<file path="config.mk">
export PLATFORM = sky130hd
export DESIGN_NAME = store_aligner
export DESIGN_NICKNAME = d
export VERILOG_FILES = /design/src/rtl/store_align_pkg.sv /design/src/rtl/store_addr_gen.sv /design/src/rtl/store_lane_steer.sv /design/src/rtl/store_out_stage.sv /design/src/rtl/store_aligner.sv
export SDC_FILE = /design/constraint.sdc
export NUM_CORES = 1
export LEC_CHECK = 0
export ABC_AREA = 1
export BUFFER_PORTS_ARGS = -buffer_cell sky130_fd_sc_hd__buf_2
export CAP_MARGIN = 20
export CELL_PAD_IN_SITES_DETAIL_PLACEMENT = 0
export CELL_PAD_IN_SITES_GLOBAL_PLACEMENT = 1
export CORE_UTILIZATION = 33
export DETAILED_ROUTE_END_ITERATION = 10
export MAX_ROUTING_LAYER = met4
export PLACE_DENSITY = 0.73
export SYNTH_ARGS = -nofsm -noshare
export SYNTH_HDL_FRONTEND = slang
export SYNTH_SLANG_ARGS = --single-unit
export TNS_END_PERCENT = 10
</file>
<file path="constraint.sdc">
create_clock -name clk_i -period 1.3 [get_ports clk_i]
set_clock_uncertainty 0.05 [all_clocks]
set_input_delay 0.26 -clock clk_i [delete_from_list [all_inputs] [get_ports clk_i]]
set_output_delay 0.26 -clock clk_i [all_outputs]
set_load 0.02 [all_outputs]
</file>
<file path="src/rtl/store_align_pkg.sv">
package store_align_pkg;
  typedef enum logic [2:0] {
    OP_BYTE  = 3'd0,
    OP_HALF  = 3'd1,
    OP_WORD  = 3'd2,
    OP_RIGHT = 3'd3,
    OP_LEFT  = 3'd4
  } st_op_e;

  localparam int unsigned LANES = 4;
endpackage

</file>
<file path="src/rtl/store_addr_gen.sv">
module store_addr_gen #(
  parameter int unsigned ADDR_W = 32,
  parameter int unsigned OFS_W  = 16
) (
  input  logic [ADDR_W-1:0] base_i,
  input  logic [OFS_W-1:0]  ofs_i,
  output logic [ADDR_W-1:0] word_addr_o,
  output logic [1:0]        byte_ofs_o
);
  localparam int unsigned EXT_W = ADDR_W - OFS_W;

  logic [ADDR_W-1:0] ofs_ext;
  logic [ADDR_W-1:0] eff_addr;

  assign ofs_ext     = {{EXT_W{ofs_i[OFS_W-1]}}, ofs_i};
  assign eff_addr    = base_i + ofs_ext;
  assign word_addr_o = {eff_addr[ADDR_W-1:2], 2'b00};
  assign byte_ofs_o  = eff_addr[1:0];
endmodule

</file>
<file path="src/rtl/store_lane_steer.sv">
module store_lane_steer
  import store_align_pkg::*;
(
  input  logic [2:0]       op_i,
  input  logic [1:0]       ofs_i,
  input  logic [31:0]      data_i,
  output logic [LANES-1:0] be_o,
  output logic [31:0]      data_o,
  output logic             err_o
);
  logic [LANES-1:0] be_raw;
  logic [31:0]      data_raw;
  logic [4:0]       sh_up;
  logic [4:0]       sh_dn;

  assign sh_up = {ofs_i, 3'b000};
  assign sh_dn = {~ofs_i, 3'b000};

  always_comb begin
    be_raw   = '0;
    data_raw = '0;
    err_o    = 1'b0;
    unique case (op_i)
      OP_BYTE: begin
        be_raw   = 4'b0001 << ofs_i;
        data_raw = {4{data_i[7:0]}};
      end
      OP_HALF: begin
        if (ofs_i[0]) begin
          err_o = 1'b1;
        end else begin
          be_raw   = 4'b0011 << ofs_i;
          data_raw = {2{data_i[15:0]}};
        end
      end
      OP_WORD: begin
        if (ofs_i != 2'd0) begin
          err_o = 1'b1;
        end else begin
          be_raw   = 4'b1111;
          data_raw = data_i;
        end
      end
      OP_RIGHT: begin
        be_raw   = 4'b1111 << ofs_i;
        data_raw = data_i << sh_up;
      end
      OP_LEFT: begin
        be_raw   = 4'b1111 >> (~ofs_i);
        data_raw = data_i >> sh_dn;
      end
      default: err_o = 1'b1;
    endcase
  end

  assign be_o = be_raw;

  // Disabled lanes are forced to zero
  for (genvar g = 0; g < LANES; g++) begin : g_lane
    assign data_o[8*g +: 8] = be_raw[g] ? data_raw[8*g +: 8] : 8'h00;
  end
endmodule

</file>
<file path="src/rtl/store_out_stage.sv">
module store_out_stage #(
  parameter int unsigned PAY_W = 8
) (
  input  logic             clk_i,
  input  logic             rst_ni,
  input  logic             in_valid_i,
  output logic             in_ready_o,
  input  logic [PAY_W-1:0] in_pay_i,
  output logic             out_valid_o,
  input  logic             out_ready_i,
  output logic [PAY_W-1:0] out_pay_o
);
  logic             vld_q;
  logic [PAY_W-1:0] pay_q;
  logic             load;

  assign in_ready_o = ~vld_q | out_ready_i;
  assign load       = in_valid_i & in_ready_o;

  always_ff @(posedge clk_i or negedge rst_ni) begin
    if (!rst_ni) begin
      vld_q <= 1'b0;
      pay_q <= '0;
    end else begin
      if (in_ready_o) vld_q <= in_valid_i;
      if (load)       pay_q <= in_pay_i;
    end
  end

  assign out_valid_o = vld_q;
  assign out_pay_o   = pay_q;
endmodule

</file>
<file path="src/rtl/store_aligner.sv">
module store_aligner
  import store_align_pkg::*;
#(
  parameter int unsigned ADDR_W = 32,
  parameter int unsigned OFS_W  = 16
) (
  input  logic              clk_i,
  input  logic              rst_ni,
  input  logic              req_valid_i,
  output logic              req_ready_o,
  input  logic [2:0]        req_op_i,
  input  logic [ADDR_W-1:0] req_base_i,
  input  logic [OFS_W-1:0]  req_offset_i,
  input  logic [31:0]       req_data_i,
  output logic              wr_valid_o,
  input  logic              wr_ready_i,
  output logic [ADDR_W-1:0] wr_addr_o,
  output logic [31:0]       wr_data_o,
  output logic [3:0]        wr_be_o,
  output logic              wr_err_o
);
  localparam int unsigned PAY_W = ADDR_W + 32 + LANES + 1;

  logic [ADDR_W-1:0] word_addr;
  logic [1:0]        byte_ofs;
  logic [LANES-1:0]  be_c;
  logic [31:0]       data_c;
  logic              err_c;
  logic [PAY_W-1:0]  pay_in;
  logic [PAY_W-1:0]  pay_out;

  store_addr_gen #(
    .ADDR_W(ADDR_W),
    .OFS_W (OFS_W)
  ) u_addr (
    .base_i     (req_base_i),
    .ofs_i      (req_offset_i),
    .word_addr_o(word_addr),
    .byte_ofs_o (byte_ofs)
  );

  store_lane_steer u_steer (
    .op_i  (req_op_i),
    .ofs_i (byte_ofs),
    .data_i(req_data_i),
    .be_o  (be_c),
    .data_o(data_c),
    .err_o (err_c)
  );

  assign pay_in = {word_addr, data_c, be_c, err_c};

  store_out_stage #(
    .PAY_W(PAY_W)
  ) u_out (
    .clk_i      (clk_i),
    .rst_ni     (rst_ni),
    .in_valid_i (req_valid_i),
    .in_ready_o (req_ready_o),
    .in_pay_i   (pay_in),
    .out_valid_o(wr_valid_o),
    .out_ready_i(wr_ready_i),
    .out_pay_o  (pay_out)
  );

  assign {wr_addr_o, wr_data_o, wr_be_o, wr_err_o} = pay_out;
endmodule

</file>
==> reports/results.ini <==
[setup_path]
reg2regPathDepth=7
cp-startpoint=req_offset_i[0]
arrival_ns=2.09
cp.required_ns=1.49
crit_type=in2reg
r2r-start=u_out.out_valid_o
endpoint=u_out.out_pay_o[20]
cp_max_fo=6
r2r_end=u_out.out_pay_o[12]
crit_path_start_kind=input port
end_kind=flop
reg2reg_setup_slack_ns=-0.08

[global_route]
track_usage=0.2542
grt_pass1_wl_um=37650
grt_pass1_vias=7249
overflow=0
antenna_found_initial=0
grt_start_max_net_pins=69

[outcome]
status=complete, but fails checks
violations=setup timing

[synth]
syn-cell-area_um2=6240
synth.avg_cell_area_um2=6.046
ys_ff_latch=68
yosysSeqAreaShare=0.2727
yosysTopAreaCell=dfrtp_1
ys.warnings.count=0
synthFlopType=dfrtp_1
async_flop_share=1.000
synth.top_cells.by_count=407 x nand2_1, 135 x inv_1, 82 x o21ai_0, 68 x dfrtp_1, 63 x nor2_1
synth_most_common_cell=nand2_1
synth_edf_count=0
synth_area_leaders=dfrtp_1 27%, nand2_1 24%, inv_1 8.1%
ys_types=39
synth_top_cell_area_share=0.2727
syn_inst=1032

[final_layout]
final_util=0.5204
layout.nets=1461
layout.cells.non_filler=1576
drive_gt1_frac=0.3489
area_growth_pct=52.38
n_antenna_cell=0

[detailed_routing]
drt-total-wl_um=23620
drtPass1Iterations=7
route.detailed.drc=0
wire_per_inst_um=14.99
num_vias=7670
ant_nets=0
viasPerCell=4.867
drt-initial-drc-count=483

[floorplan]
die_width_um=139.5
num_rows=49
chipHeight_um=139.5
design.core.area_um2=18270
ioPinCount=158
die_area_um2=19460
start_util=0.3415

[run]
cap_viol_max_count=0

[power_and_ir_drop]
ir_drop_v=0.0007018
power_density_nw_per_um2=986.0
power_leakage_uw=0.005323

[clock_network]
cts_root_buf=clkbuf_16
clk_pin_slew_ns=0.06
cts_buffer_depth=2
cts_tree=yes
numCtsBuffers=9
cts.sinks=68
htreeDepth=3
clock_latency_ns=0.35

[timing]
finalSetupViolCount=60
period_share=1.457
final-max-slew-violation-count=0
min_period_ns=1.895
setup_ws_ns=-0.5946
hold_violations=0
fmax_ghz=0.5278
rsz0062_at_grt=yes

[placed_design]
gp_congestion=0.9261
dp.cells=1553
portBuffers=155
dp_hpwl_um=18290

[worst_hold_path]
hp-class=in2reg

-- through the flow --
stage	hold WS (ns)	worst slack, ns	total power, uW	TNS [ns]	instance area (um2)
finish	0.2238	-0.5946	9375	-19.30	9508
detailed placement	0.2717	-1.070	6299	-52.86	8496
CTS	0.2349	-0.5804	9331	-19.30	9310
global route	0.2752	-0.6678	9955	-25.79	9508
global placement	0.2673	-1.033	6287	-51.17	8496
floorplan	-0.08559	-0.6811	4659	-33.25	6297
-- kinds of logic (layout without fill, tap and decap cells) --
family                   Yosys count  after routing  share of synthesized area
AND/OR/NAND/NOR                  571            571                     0.3780
adder cells (fa/ha/maj)           32             32                    0.06537
other                              1              2                  0.0006010
buffers and inverters            172            486                     0.1097
flip-flops                        68             68                     0.2727
multiplexers                       4              4                   0.006417
AO/OA/AOI/OAI                    168            168                     0.1448
XOR/XNOR                          16             16                    0.02246
-- report_power, final --
part	switching, uW	total [uW]	leakage (uW)	internal [uW]
registers	206	2620	0.000880	2420
logic	2360	4050	0.00429	1690
clock network	970	2700	0.000153	1730
-- state kept, by name, indices dropped and copies added (netlist names) --
| name | flops |
|---|---|
| u_out.out_valid_o | 1 |
| u_out.out_pay_o | 67 |
-- placed cells by master (no fill, tap or decap), types with 5 or more instances in the layout --
master     instances
nand2_1          383
buf_6             13
nand4_1            5
inv_2              9
o21ai_1           36
ha_4              18
buf_12             7
dfrtp_1           67
o21ai_2            9
a21oi_2            6
buf_4            154
nor2_2            17
xnor2_1            9
clkbuf_16          9
nand3_1           47
ha_1               9
a21oi_1           32
xnor2_2            7
nor2_1            49
a31oi_1            6
nand3_2           10
o21ai_0           56
o22ai_1            6
nor3_1            10
buf_2            150
or2_2              5
nand2_2           23
inv_1            132
-- worst min path at each step --
stage / from / end / slack, ns / depth (start not counted)
5_1_grt: req_data_i[29] / u_out.out_pay_o[34] / 0.28 / 4
6_report: wr_ready_i / u_out.out_valid_o / 0.22 / 5
3_5_place_dp: rst_ni / u_out.out_pay_o[9] / 0.27 / 2
3_3_place_gp: rst_ni / u_out.out_pay_o[9] / 0.27 / 2
2_1_floorplan: rst_ni / u_out.out_pay_o[0] / -0.09 / 0
4_1_cts: wr_ready_i / u_out.out_valid_o / 0.23 / 5
-- worst max-delay path, stage by stage --
cell     delay [ns]
buf_6          0.10
ha_4           0.15
fa_2           0.54
buf_12         0.13
nor2_8         0.05
nand3_4        0.06
nor2_4         0.05
buf_8          0.13
buf_6          0.14
nand2_2        0.05
nand2_1        0.04
or2_1          0.19
o21ai_1        0.12
nand2_1        0.06
-- final cells by class --
type,instances,area (um2)
repair buffers,326,2218
clock inverters,4,72.57
inverters,144,546.8
well taps,229,286.5
multi-input cells,793,4434
flip-flops and latches,68,1703
clock buffers,12,246.5
fillers,1871,8762
-- metal layers --
| layer | GRT usage | routed length, um |
|---|---|---|
| met1 | 0.3496 | 11490 |
| met2 | 0.3891 | 10460 |
| met3 | 0.04405 | 1360 |
| met4 | 0.05322 | 313 |
| met5 | - | 0 |
-- what timing repair did --
action,4_1_cts,5_1_grt
hold endpoints to repair,68,0
resized for setup,102,53
pin swaps,20,9
setup endpoints to repair,68,71
hold buffers,1,0
setup buffers,6,0
(Power assumes the default switching activity.)
